File: src/rtl/alu_int_pkg.sv
package alu_int_pkg;

   typedef enum logic [4:0] {
      OP_ADD   = 5'd0,
      OP_ADDU  = 5'd1,
      OP_SUB   = 5'd2,
      OP_SUBU  = 5'd3,
      OP_SLT   = 5'd4,
      OP_SLTU  = 5'd5,
      OP_AND   = 5'd6,
      OP_OR    = 5'd7,
      OP_XOR   = 5'd8,
      OP_NOR   = 5'd9,
      OP_ADDI  = 5'd10,
      OP_ADDIU = 5'd11,
      OP_SLTI  = 5'd12,
      OP_SLTIU = 5'd13,
      OP_ANDI  = 5'd14,
      OP_ORI   = 5'd15,
      OP_XORI  = 5'd16,
      OP_LUI   = 5'd17,
      OP_SLL   = 5'd18,
      OP_SRL   = 5'd19,
      OP_SRA   = 5'd20,
      OP_SLLV  = 5'd21,
      OP_SRLV  = 5'd22,
      OP_SRAV  = 5'd23
   } alu_op_e;

   typedef enum logic [2:0] {
      U_NONE, U_ARITH, U_CMP, U_LOGIC, U_SHIFT, U_LUI
   } unit_e;

   typedef enum logic [1:0] {
      B_REG, B_SEXT, B_ZEXT
   } bsrc_e;

   typedef enum logic [1:0] {
      L_AND, L_OR, L_XOR, L_NOR
   } lfn_e;

   typedef struct packed {
      unit_e unit;
      bsrc_e bsrc;
      logic  sub;
      logic  trap;
      logic  cmp_signed;
      lfn_e  lfn;
      logic  sh_left;
      logic  sh_arith;
      logic  sh_var;
   } alu_ctl_t;

   function automatic alu_ctl_t alu_decode(logic [4:0] op);
      alu_ctl_t c;
      c = '{unit: U_NONE, bsrc: B_REG, sub: 1'b0, trap: 1'b0,
            cmp_signed: 1'b0, lfn: L_AND, sh_left: 1'b0,
            sh_arith: 1'b0, sh_var: 1'b0};
      case (op)
         OP_ADD:   begin c.unit = U_ARITH; c.trap = 1'b1; end
         OP_ADDU:  c.unit = U_ARITH;
         OP_SUB:   begin c.unit = U_ARITH; c.sub = 1'b1; c.trap = 1'b1; end
         OP_SUBU:  begin c.unit = U_ARITH; c.sub = 1'b1; end
         OP_SLT:   begin c.unit = U_CMP; c.sub = 1'b1; c.cmp_signed = 1'b1; end
         OP_SLTU:  begin c.unit = U_CMP; c.sub = 1'b1; end
         OP_AND:   begin c.unit = U_LOGIC; c.lfn = L_AND; end
         OP_OR:    begin c.unit = U_LOGIC; c.lfn = L_OR; end
         OP_XOR:   begin c.unit = U_LOGIC; c.lfn = L_XOR; end
         OP_NOR:   begin c.unit = U_LOGIC; c.lfn = L_NOR; end
         OP_ADDI:  begin c.unit = U_ARITH; c.bsrc = B_SEXT; c.trap = 1'b1; end
         OP_ADDIU: begin c.unit = U_ARITH; c.bsrc = B_SEXT; end
         OP_SLTI:  begin c.unit = U_CMP; c.bsrc = B_SEXT; c.sub = 1'b1;
                         c.cmp_signed = 1'b1; end
         OP_SLTIU: begin c.unit = U_CMP; c.bsrc = B_SEXT; c.sub = 1'b1; end
         OP_ANDI:  begin c.unit = U_LOGIC; c.bsrc = B_ZEXT; c.lfn = L_AND; end
         OP_ORI:   begin c.unit = U_LOGIC; c.bsrc = B_ZEXT; c.lfn = L_OR; end
         OP_XORI:  begin c.unit = U_LOGIC; c.bsrc = B_ZEXT; c.lfn = L_XOR; end
         OP_LUI:   c.unit = U_LUI;
         OP_SLL:   begin c.unit = U_SHIFT; c.sh_left = 1'b1; end
         OP_SRL:   c.unit = U_SHIFT;
         OP_SRA:   begin c.unit = U_SHIFT; c.sh_arith = 1'b1; end
         OP_SLLV:  begin c.unit = U_SHIFT; c.sh_left = 1'b1; c.sh_var = 1'b1; end
         OP_SRLV:  begin c.unit = U_SHIFT; c.sh_var = 1'b1; end
         OP_SRAV:  begin c.unit = U_SHIFT; c.sh_arith = 1'b1; c.sh_var = 1'b1; end
         default:  c.unit = U_NONE;
      endcase
      return c;
   endfunction

endpackage

File: src/rtl/alu_opnd_sel.sv
module alu_opnd_sel
   import alu_int_pkg::*;
#(
   parameter int DATA_W = 32,
   parameter int IMM_W  = 16
) (
   input  logic [DATA_W-1:0] b_reg_i,
   input  logic [IMM_W-1:0]  imm_i,
   input  bsrc_e             bsrc_i,
   output logic [DATA_W-1:0] b_op_o,
   output logic [DATA_W-1:0] upper_o
);
   localparam int EXT_W = DATA_W - IMM_W;

   logic [DATA_W-1:0] imm_sx;
   logic [DATA_W-1:0] imm_zx;

   assign imm_sx  = {{EXT_W{imm_i[IMM_W-1]}}, imm_i};
   assign imm_zx  = {{EXT_W{1'b0}}, imm_i};
   assign upper_o = {imm_i, {EXT_W{1'b0}}};

   always_comb begin
      case (bsrc_i)
         B_SEXT:  b_op_o = imm_sx;
         B_ZEXT:  b_op_o = imm_zx;
         default: b_op_o = b_reg_i;
      endcase
   end

   always_comb begin
      if (bsrc_i == B_ZEXT)
         assert_zext_upper_clear_R6: assert (b_op_o[DATA_W-1:IMM_W] == '0);
      if (bsrc_i == B_SEXT)
         assert_sext_matches_sign_R1: assert (b_op_o[DATA_W-1:IMM_W] == '0 ||
                                              b_op_o[DATA_W-1:IMM_W] == '1);
   end
endmodule

File: src/rtl/alu_addsub.sv
module alu_addsub #(
   parameter int DATA_W = 32
) (
   input  logic [DATA_W-1:0] a_i,
   input  logic [DATA_W-1:0] b_i,
   input  logic              sub_i,
   output logic [DATA_W-1:0] sum_o,
   output logic              carry_o,
   output logic              ovf_o
);
   localparam int MSB = DATA_W - 1;

   logic [DATA_W-1:0] b_eff;
   logic [DATA_W:0]   wide;

   assign b_eff   = sub_i ? ~b_i : b_i;
   assign wide    = {1'b0, a_i} + {1'b0, b_eff} + {{DATA_W{1'b0}}, sub_i};
   assign sum_o   = wide[DATA_W-1:0];
   assign carry_o = wide[DATA_W];
   assign ovf_o   = (a_i[MSB] == b_eff[MSB]) && (sum_o[MSB] != a_i[MSB]);

   always_comb begin
      if (!sub_i)
         assert_add_inverse_R1: assert ((sum_o - b_i) == a_i);
      else
         assert_sub_inverse_R2: assert ((sum_o + b_i) == a_i);
   end
endmodule

File: src/rtl/alu_logic.sv
module alu_logic
   import alu_int_pkg::*;
#(
   parameter int DATA_W = 32
) (
   input  logic [DATA_W-1:0] a_i,
   input  logic [DATA_W-1:0] b_i,
   input  lfn_e              fn_i,
   output logic [DATA_W-1:0] res_o
);
   always_comb begin
      case (fn_i)
         L_AND:   res_o = a_i & b_i;
         L_OR:    res_o = a_i | b_i;
         L_XOR:   res_o = a_i ^ b_i;
         default: res_o = ~(a_i | b_i);
      endcase
   end

   always_comb begin
      if (fn_i == L_NOR) begin
         assert_nor_disjoint_R5: assert ((res_o & (a_i | b_i)) == '0);
         assert_nor_covers_R5:   assert ((res_o | a_i | b_i) == '1);
      end
   end
endmodule

File: src/rtl/alu_shifter.sv
module alu_shifter #(
   parameter int DATA_W = 32,
   parameter bit STAGED = 1'b1,
   localparam int SH_W  = $clog2(DATA_W)
) (
   input  logic [DATA_W-1:0] val_i,
   input  logic [SH_W-1:0]   amt_i,
   input  logic              left_i,
   input  logic              arith_i,
   output logic [DATA_W-1:0] res_o
);
   logic fill;
   assign fill = arith_i & val_i[DATA_W-1];

   if (STAGED) begin : g_staged
      always_comb begin
         logic [DATA_W-1:0] x;
         x = val_i;
         for (int k = 0; k < SH_W; k++) begin
            if (amt_i[k]) begin
               if (left_i)
                  x = x << (1 << k);
               else
                  x = (x >> (1 << k)) | ({DATA_W{fill}} & ~({DATA_W{1'b1}} >> (1 << k)));
            end
         end
         res_o = x;
      end
   end else begin : g_operator
      always_comb begin
         if (left_i)
            res_o = val_i << amt_i;
         else if (arith_i)
            res_o = $unsigned($signed(val_i) >>> amt_i);
         else
            res_o = val_i >> amt_i;
      end
   end

   logic [DATA_W-1:0] low_mask;
   logic [DATA_W-1:0] high_mask;
   assign low_mask  = ~({DATA_W{1'b1}} << amt_i);
   assign high_mask = ~({DATA_W{1'b1}} >> amt_i);

   // R9 shares these fill rules; only the amount source differs.
   always_comb begin
      if (left_i)
         assert_left_zero_fill_R8: assert ((res_o & low_mask) == '0);
      else if (!fill)
         assert_right_zero_fill_R8: assert ((res_o & high_mask) == '0);
      else
         assert_right_sign_fill_R8: assert ((res_o & high_mask) == high_mask);
   end
endmodule

File: src/rtl/alu_int_core.sv
module alu_int_core
   import alu_int_pkg::*;
#(
   parameter int DATA_W        = 32,
   parameter int IMM_W         = 16,
   parameter bit STAGED_SHIFT  = 1'b1,
   localparam int SH_W         = $clog2(DATA_W)
) (
   input  logic [DATA_W-1:0] a_i,
   input  logic [DATA_W-1:0] b_i,
   input  logic [IMM_W-1:0]  imm_i,
   input  logic [SH_W-1:0]   shamt_i,
   input  logic [4:0]        op_i,
   input  logic              valid_i,
   output logic [DATA_W-1:0] result_o,
   output logic              ovf_o
);
   if (DATA_W != (1 << SH_W)) begin : g_bad_width
      $error("DATA_W must be a power of two");
   end
   if (IMM_W >= DATA_W) begin : g_bad_imm
      $error("IMM_W must be narrower than DATA_W");
   end

   alu_ctl_t          ctl;
   logic [DATA_W-1:0] b_op;
   logic [DATA_W-1:0] upper;
   logic [DATA_W-1:0] sum;
   logic              carry;
   logic              ovf_raw;
   logic [DATA_W-1:0] logic_res;
   logic [DATA_W-1:0] shift_res;
   logic [SH_W-1:0]   sh_amt;
   logic              less;

   assign ctl    = alu_decode(op_i);
   assign sh_amt = ctl.sh_var ? a_i[SH_W-1:0] : shamt_i;

   alu_opnd_sel #(.DATA_W(DATA_W), .IMM_W(IMM_W)) opnd_i (
      .b_reg_i (b_i),
      .imm_i   (imm_i),
      .bsrc_i  (ctl.bsrc),
      .b_op_o  (b_op),
      .upper_o (upper)
   );

   alu_addsub #(.DATA_W(DATA_W)) addsub_i (
      .a_i     (a_i),
      .b_i     (b_op),
      .sub_i   (ctl.sub),
      .sum_o   (sum),
      .carry_o (carry),
      .ovf_o   (ovf_raw)
   );

   alu_logic #(.DATA_W(DATA_W)) logic_i (
      .a_i   (a_i),
      .b_i   (b_op),
      .fn_i  (ctl.lfn),
      .res_o (logic_res)
   );

   alu_shifter #(.DATA_W(DATA_W), .STAGED(STAGED_SHIFT)) shift_i (
      .val_i   (b_i),
      .amt_i   (sh_amt),
      .left_i  (ctl.sh_left),
      .arith_i (ctl.sh_arith),
      .res_o   (shift_res)
   );

   // Signed: sign of the difference corrected by overflow; unsigned: borrow.
   assign less = ctl.cmp_signed ? (sum[DATA_W-1] ^ ovf_raw) : ~carry;

   always_comb begin
      case (ctl.unit)
         U_ARITH: result_o = sum;
         U_CMP:   result_o = {{(DATA_W-1){1'b0}}, less};
         U_LOGIC: result_o = logic_res;
         U_SHIFT: result_o = shift_res;
         U_LUI:   result_o = upper;
         default: result_o = '0;
      endcase
   end

   assign ovf_o = valid_i & ctl.trap & ovf_raw;

   always_comb begin
      if (!valid_i || !ctl.trap)
         assert_no_overflow_R3: assert (!ovf_o);
      if (ctl.unit == U_CMP) begin
         assert_cmp_boolean_R4: assert (result_o[DATA_W-1:1] == '0);
         if (ctl.cmp_signed)
            assert_cmp_signed_R4: assert (result_o[0] == ($signed(a_i) < $signed(b_op)));
         else
            assert_cmp_unsigned_R4: assert (result_o[0] == (a_i < b_op));
      end
      if (ctl.unit == U_LUI)
         assert_lui_low_clear_R7: assert (result_o[DATA_W-IMM_W-1:0] == '0);
      if (op_i > 5'd23)
         assert_undef_quiet_R10: assert (result_o == '0 && !ovf_o);
   end
endmodule

File: config.mk
export PLATFORM = sky130hd
export DESIGN_NAME = alu_int_core
export DESIGN_NICKNAME = d
export VERILOG_FILES = /design/src/rtl/alu_int_pkg.sv /design/src/rtl/alu_opnd_sel.sv /design/src/rtl/alu_addsub.sv /design/src/rtl/alu_logic.sv /design/src/rtl/alu_shifter.sv /design/src/rtl/alu_int_core.sv
export SDC_FILE = /design/constraint.sdc
export NUM_CORES = 1
export LEC_CHECK = 0
export ABC_AREA = 1
export BUFFER_PORTS_ARGS = -buffer_cell sky130_fd_sc_hd__buf_4
export CAP_MARGIN = 20
export CORE_MARGIN = 5
export CORE_UTILIZATION = 60
export DETAILED_ROUTE_END_ITERATION = 12
export GPL_ROUTABILITY_DRIVEN = 0
export GPL_TIMING_DRIVEN = 0
export PLACE_DENSITY_LB_ADDON = 0.08
export SLEW_MARGIN = 25
export SYNTH_ARGS = -nofsm -noshare
export SYNTH_HDL_FRONTEND = slang
export SYNTH_SLANG_ARGS = --single-unit
File: constraint.sdc
create_clock -name vclk -period 7
set_input_delay 1.4 -clock vclk [all_inputs]
set_output_delay 1.4 -clock vclk [all_outputs]
set_load 0.03 [all_outputs]
# == Word-level counts from Yosys, hierarchy flattened ==
# Index checks and enable logic that the tools add are counted.
# word_totals
register_bits,0
input_bits,91
elab_cells,93
# op_classes
addsub,2
eq_ne,34
muxes,25
bitwise_logic,15
reduce_logical,17
# op_table
op,count
$mux W32,11
$pmux W32 S5,1
$pmux W32 S3,1
$not A32 Y32,2
$pmux W32 S2,1
$eq A5 B4 Y1 const B,8
$eq A5 B5 Y1 const B,8
$add A32 B32 Y33,1
$add A33 B1 Y33,1
$and A32 B32 Y32,1
$or A16 B32 Y32,1
$or A24 B32 Y32,1
$or A28 B32 Y32,1
$or A30 B32 Y32,1
$or A31 B32 Y32,1
$or A32 B32 Y32,1
$xor A32 B32 Y32,1
$eq A5 B3 Y1 const B,4
$reduce_or A6 Y1,3
$pmux W3 S5,1
$eq A5 B2 Y1 const B,2
$reduce_or A2 Y1,5
$reduce_or A3 Y1,3
$reduce_or A4 Y1,2
19 further kinds,31

# == Longest topological paths before layout ==
# depth
depth_word,20
depth_mapped,31

# == By module ==
# From an unflattened synthesis, not the netlist that was laid out.
# hier_totals
cells_unflattened,1886
area_unflattened_um2,9673.0
# by_module_without_submodules
mod,n_inst,cells_each,area_each_um2
alu_shifter,1,700,3093.0
alu_addsub,1,419,2346.0
alu_logic,1,343,2127.0
alu_int_core,1,264,1322.5
alu_opnd_sel,1,160,784.5

# == Worst setup path before layout ==
# No wires, ideal clock.
# synth_path
path_kind,input-to-output
from,in op_i[1]
to,out ovf_o
arrival_ns,5.253
required_time_ns,5.600
path_slack_ns,0.347
cell_stages,27
n_path_buf,3
cell_sequence,buf_4 -> inv_2 -> nand2_1 -> o21ai_0 -> nand2_1 -> inv_1 -> ha_1 -> clkbuf_1 -> inv_1 -> clkbuf_1 -> nand3_1 -> and2_1 -> xnor2_1 -> ha_1 -> a21oi_1 -> inv_1 -> a31oi_1 -> o21ai_0 -> a211oi_1 -> nand2_1 -> nand2_1 -> nand2_1 -> nand2_1 -> nand2_1 -> inv_1 -> nand2_1 -> a21oi_1
# synth_between
elab_chain_cells,12
word_cells_on_any_way,31
cone_classes,2 x add/sub; 15 x eq/ne; 5 x mux; 3 x bitwise; 6 x reduce/logical
# synth_rtl
element,line,rtl
"start, declared",alu_int_core.sv:13,"input logic [4:0] op_i,"
$eq A5 B4 Y1 / $eq A5 B5 Y1 (equally long branches),alu_int_pkg.sv:59,case (op)
$reduce_or A4 Y1 (no source line) / $reduce_or A3 Y1 (equally long branches),-,
$pmux W2 S2,alu_int_pkg.sv:59,
$eq A2 B2 Y1 / $eq A2 B1 Y1 (equally long branches),-,
$pmux W32 S2,alu_opnd_sel.sv:23,case (bsrc_i)
$not A32 Y32,alu_addsub.sv:16,assign b_eff = sub_i ? ~b_i : b_i;
$mux W32,alu_addsub.sv:16,
$add A32 B32 Y33,alu_addsub.sv:17,"assign wide = {1'b0, a_i} + {1'b0, b_eff} + {{DATA_W{1'b0}}, sub_i};"
$add A33 B1 Y33,alu_addsub.sv:17,
$ne A1 B1 Y1,alu_addsub.sv:20,assign ovf_o = (a_i[MSB] == b_eff[MSB]) && (sum_o[MSB] != a_i[MSB]);
$logic_and A1 B1 Y1,alu_addsub.sv:20,
$and A1 B1 Y1 (*),alu_int_core.sv:85,assign ovf_o = valid_i & ctl.trap & ovf_raw;
"end, declared",alu_int_core.sv:16,output logic ovf_o
# Mark *: on every way between the ends. The rest lies on a longest branch, timed or not.

# == Worst setup path after layout ==
# layout_path
from,in op_i[4]
to,out result_o[20]
# layout_between
elab_chain_cells,17
word_cells_on_any_way,80
cone_classes,2 x add/sub; 32 x eq/ne; 22 x mux; 10 x bitwise; 14 x reduce/logical
# layout_rtl
element,line,rtl
"parallel branches: the longest is 16 deep, another holds $add A32 B32 Y33",-,
$pmux W32 S5 (*),alu_int_core.sv:75,case (ctl.unit)
"end, declared",alu_int_core.sv:15,"output logic [DATA_W-1:0] result_o,"
# Every way passes the cells marked *.

==> run_results.csv <==
group,metric,value,unit
sta,hold_violations,0,
worst_hold_path,hold_start,"valid_i",
logic_synthesis,synth-seq-area-share,0,
route,num_vias,12200,
critical_path,cp-start-kind,"input port",
route,drc,0,
job,cap_violations,0,
logic_synthesis,synth_nets,1787,
floorplan,dieArea,0.0165,sq mm
floorplan,die_h,128,um
floorplan,initial_core_util,0.609,
sta,holdWs,3.19,ns
logic_synthesis,yosysWarningCount,0,
finish,nFlopsAndLatches,0,
place,pre_cts_ws,-0.503,ns
global_routing,grt_max_degree,11,
critical_path,setup.worst_path.class,"in -> out",
sta,tightestPinTransition,0.963,ns
critical_path,end_kind,"primary output",
sta,setup_violations,0,
sta,fin_ws,0.179,ns
finish,stdcell_area,0.00970,sq mm
global_routing,track_usage,0.434,
logic_synthesis,ys_types,53,
finish,areaGrowthSynthToFinish,15.2,%
sta,clock.fmax,147,MHz
worst_hold_path,hold_class,"in -> out",
floorplan,coreArea,0.0138,sq mm
power,ir_worst_vdd,99.0,uV
logic_synthesis,syn_area_per_cell,5.27,sq um
critical_path,path_max_fanout,10,
finish,finalNetCount,1910,
route,wl_per_cell,19.7,um
power,powerDensity,128,mW/mm^2
finish,n_clock_buffer,0,
sta,slew_headroom,0.353,
sta,finalMaxSlewViolations,0,
global_routing,grt_pass1_wl,57.2,mm
global_routing,grt-ovfl-total,0,
route,firstDrtPassIters,8,
clock_network,ctsHoldBuffers,0,
critical_path,worstPathRequired,5.60,ns
route,drtAntennaViolNets,0,
floorplan,dieWidth,128,um
logic_synthesis,yosysTopAreaCell,"nand2_1",
place,numPortBuffers,122,
route,initialDrtViolationCount,2274,
finish,utilization,0.702,
route,vias_per_cell,6.42,
finish,final-seq-area,0,sq um
critical_path,crit_arrival,5.42,ns
power,power_leakage,5.04,nW
floorplan,rows,43,
global_routing,antenna_found_initial,1,
route,wl,37.4,mm
finish,drive_above_1_share,0.142,
sta,min_period_over_period,0.974,
global_routing,grt_pass1_vias,10900,
finish,fin_cells,1899,
outcome,outcome,"completed",
logic_synthesis,syn_inst,1597,
critical_path,startpoint,"op_i[4]",
logic_synthesis,syn-cell-area,0.00842,sq mm
place,dp.cells,1899,
floorplan,io_pins,124,
logic_synthesis,synth_top_area_frac,0.227,
place,dp_hpwl,30.6,mm
sta,fin_crit,6.82,ns
sta,rsz0062_at_grt,"yes",
logic_synthesis,synthTopCellsByArea,"nand2_1 23%, nand3_1 17%, ha_1 15%, inv_1 7.3%, a21oi_1 5.5%",
place,place_area,0.00957,sq mm
==> worst paths after layout <==
check	to	slack (ns)	cells after the start
setup / recovery	result_o[20]	0.18	20
hold / removal	ovf_o	3.19	4
==> metrics by stage <==
step	power (W)	TNS, ns
2_1_floorplan	0.000796	0
3_3_place_gp	0.00114	-3.57
3_5_place_dp	0.00116	-5.96
4_1_cts	0.00117	-0.0311
5_1_grt	0.00134	-0.0442
6_report	0.00124	0
==> logic make-up after synthesis <==
logic type                 count (synthesis)  share of synthesized area
xor gates and xnor gates                  33                     0.0343
buffers and inverters                    255                      0.131
AOI/OAI and AO/OA                        269                      0.191
and+or+nand+nor                          941                      0.495
adders and majority gates                 99                      0.148
==> critical path, cell delays in order <==
cell     delay (ns)
buf_4          0.16
inv_1          0.20
nand3_4        0.15
o21ai_1        0.31
buf_1          0.74
xnor2_1        0.17
ha_1           0.36
a21oi_1        0.16
nand2_1        0.10
nand2_1        0.08
nand2_1        0.10
a21oi_2        0.24
o21ai_2        0.12
nand2_1        0.08
nand2_1        0.10
inv_1          0.10
o21ai_1        0.08
o21ai_0        0.43
nand3_1        0.14
buf_4          0.20
==> power breakdown <==
part	internal, W	switching (W)
clock network	0.0000000000486	0
registers	0	0
logic	0.000416	0.000824
==> cells in the mapped netlist, types with 3 or more instances <==
| master | instances |
|---|---|
| nand2_1 | 510 |
| nand3_1 | 288 |
| inv_1 | 164 |
| ha_1 | 98 |
| a21oi_1 | 92 |
| o21ai_0 | 74 |
| nor2_1 | 70 |
| clkbuf_1 | 34 |
| xnor2_1 | 30 |
| o2111ai_1 | 24 |
| buf_2 | 23 |
| and2_1 | 17 |
| o21ai_1 | 17 |
| nand4_1 | 15 |
| nand3_2 | 13 |
| o211ai_1 | 12 |
| a22oi_1 | 10 |
| a221oi_1 | 9 |
| buf_6 | 9 |
| buf_1 | 8 |
| a31oi_1 | 7 |
| buf_4 | 7 |
| o21a_1 | 7 |
| inv_2 | 5 |
| nor2_4 | 5 |
| nand2_2 | 4 |
| nor3_1 | 4 |
| or2_2 | 4 |
| a21o_1 | 3 |
| nor4_1 | 3 |
| xor2_1 | 3 |
==> routing by layer <==
layer	global-route usage	vias up	wire (um)
li1	-	5607	-
met2	0.677	1047	15500
met4	0.348	0	4050
met1	0.509	5241	12900
met3	0.0988	305	4940
met5	0	-	0
==> area by class of cell <==
cell class | instances | area [sq um]
Multi-Input combinational cell | 1342 | 7440
Fill cell | 1332 | 4130
Antenna cell | 1 | 2.50
Inverter | 172 | 651
Buffer | 81 | 462
Timing Repair Buffer | 123 | 923
Tap cell | 180 | 225
==> cells in the final DEF, fill, tap and decap left out, types with 9 or more instances in the layout <==
cell type,n
a221oi_1,9
nand3_1,287
nand4_1,15
buf_6,9
inv_1,161
nand3_2,13
buf_2,24
o211ai_1,12
ha_1,96
clkbuf_1,27
o21ai_1,23
a21oi_1,88
nand2_1,507
a22oi_1,10
o2111ai_1,24
nor2_1,69
and2_1,11
buf_4,131
xnor2_1,29
o21ai_0,62
==> timing repair <==
action | in CTS | in global routing
setup endpoints to repair | 21 | 24
buffers inserted | 0 | 1
gates resized for setup | 12 | 49
pin swaps | 0 | 6
No activity file was read; power rests on OpenSTA's default activity.
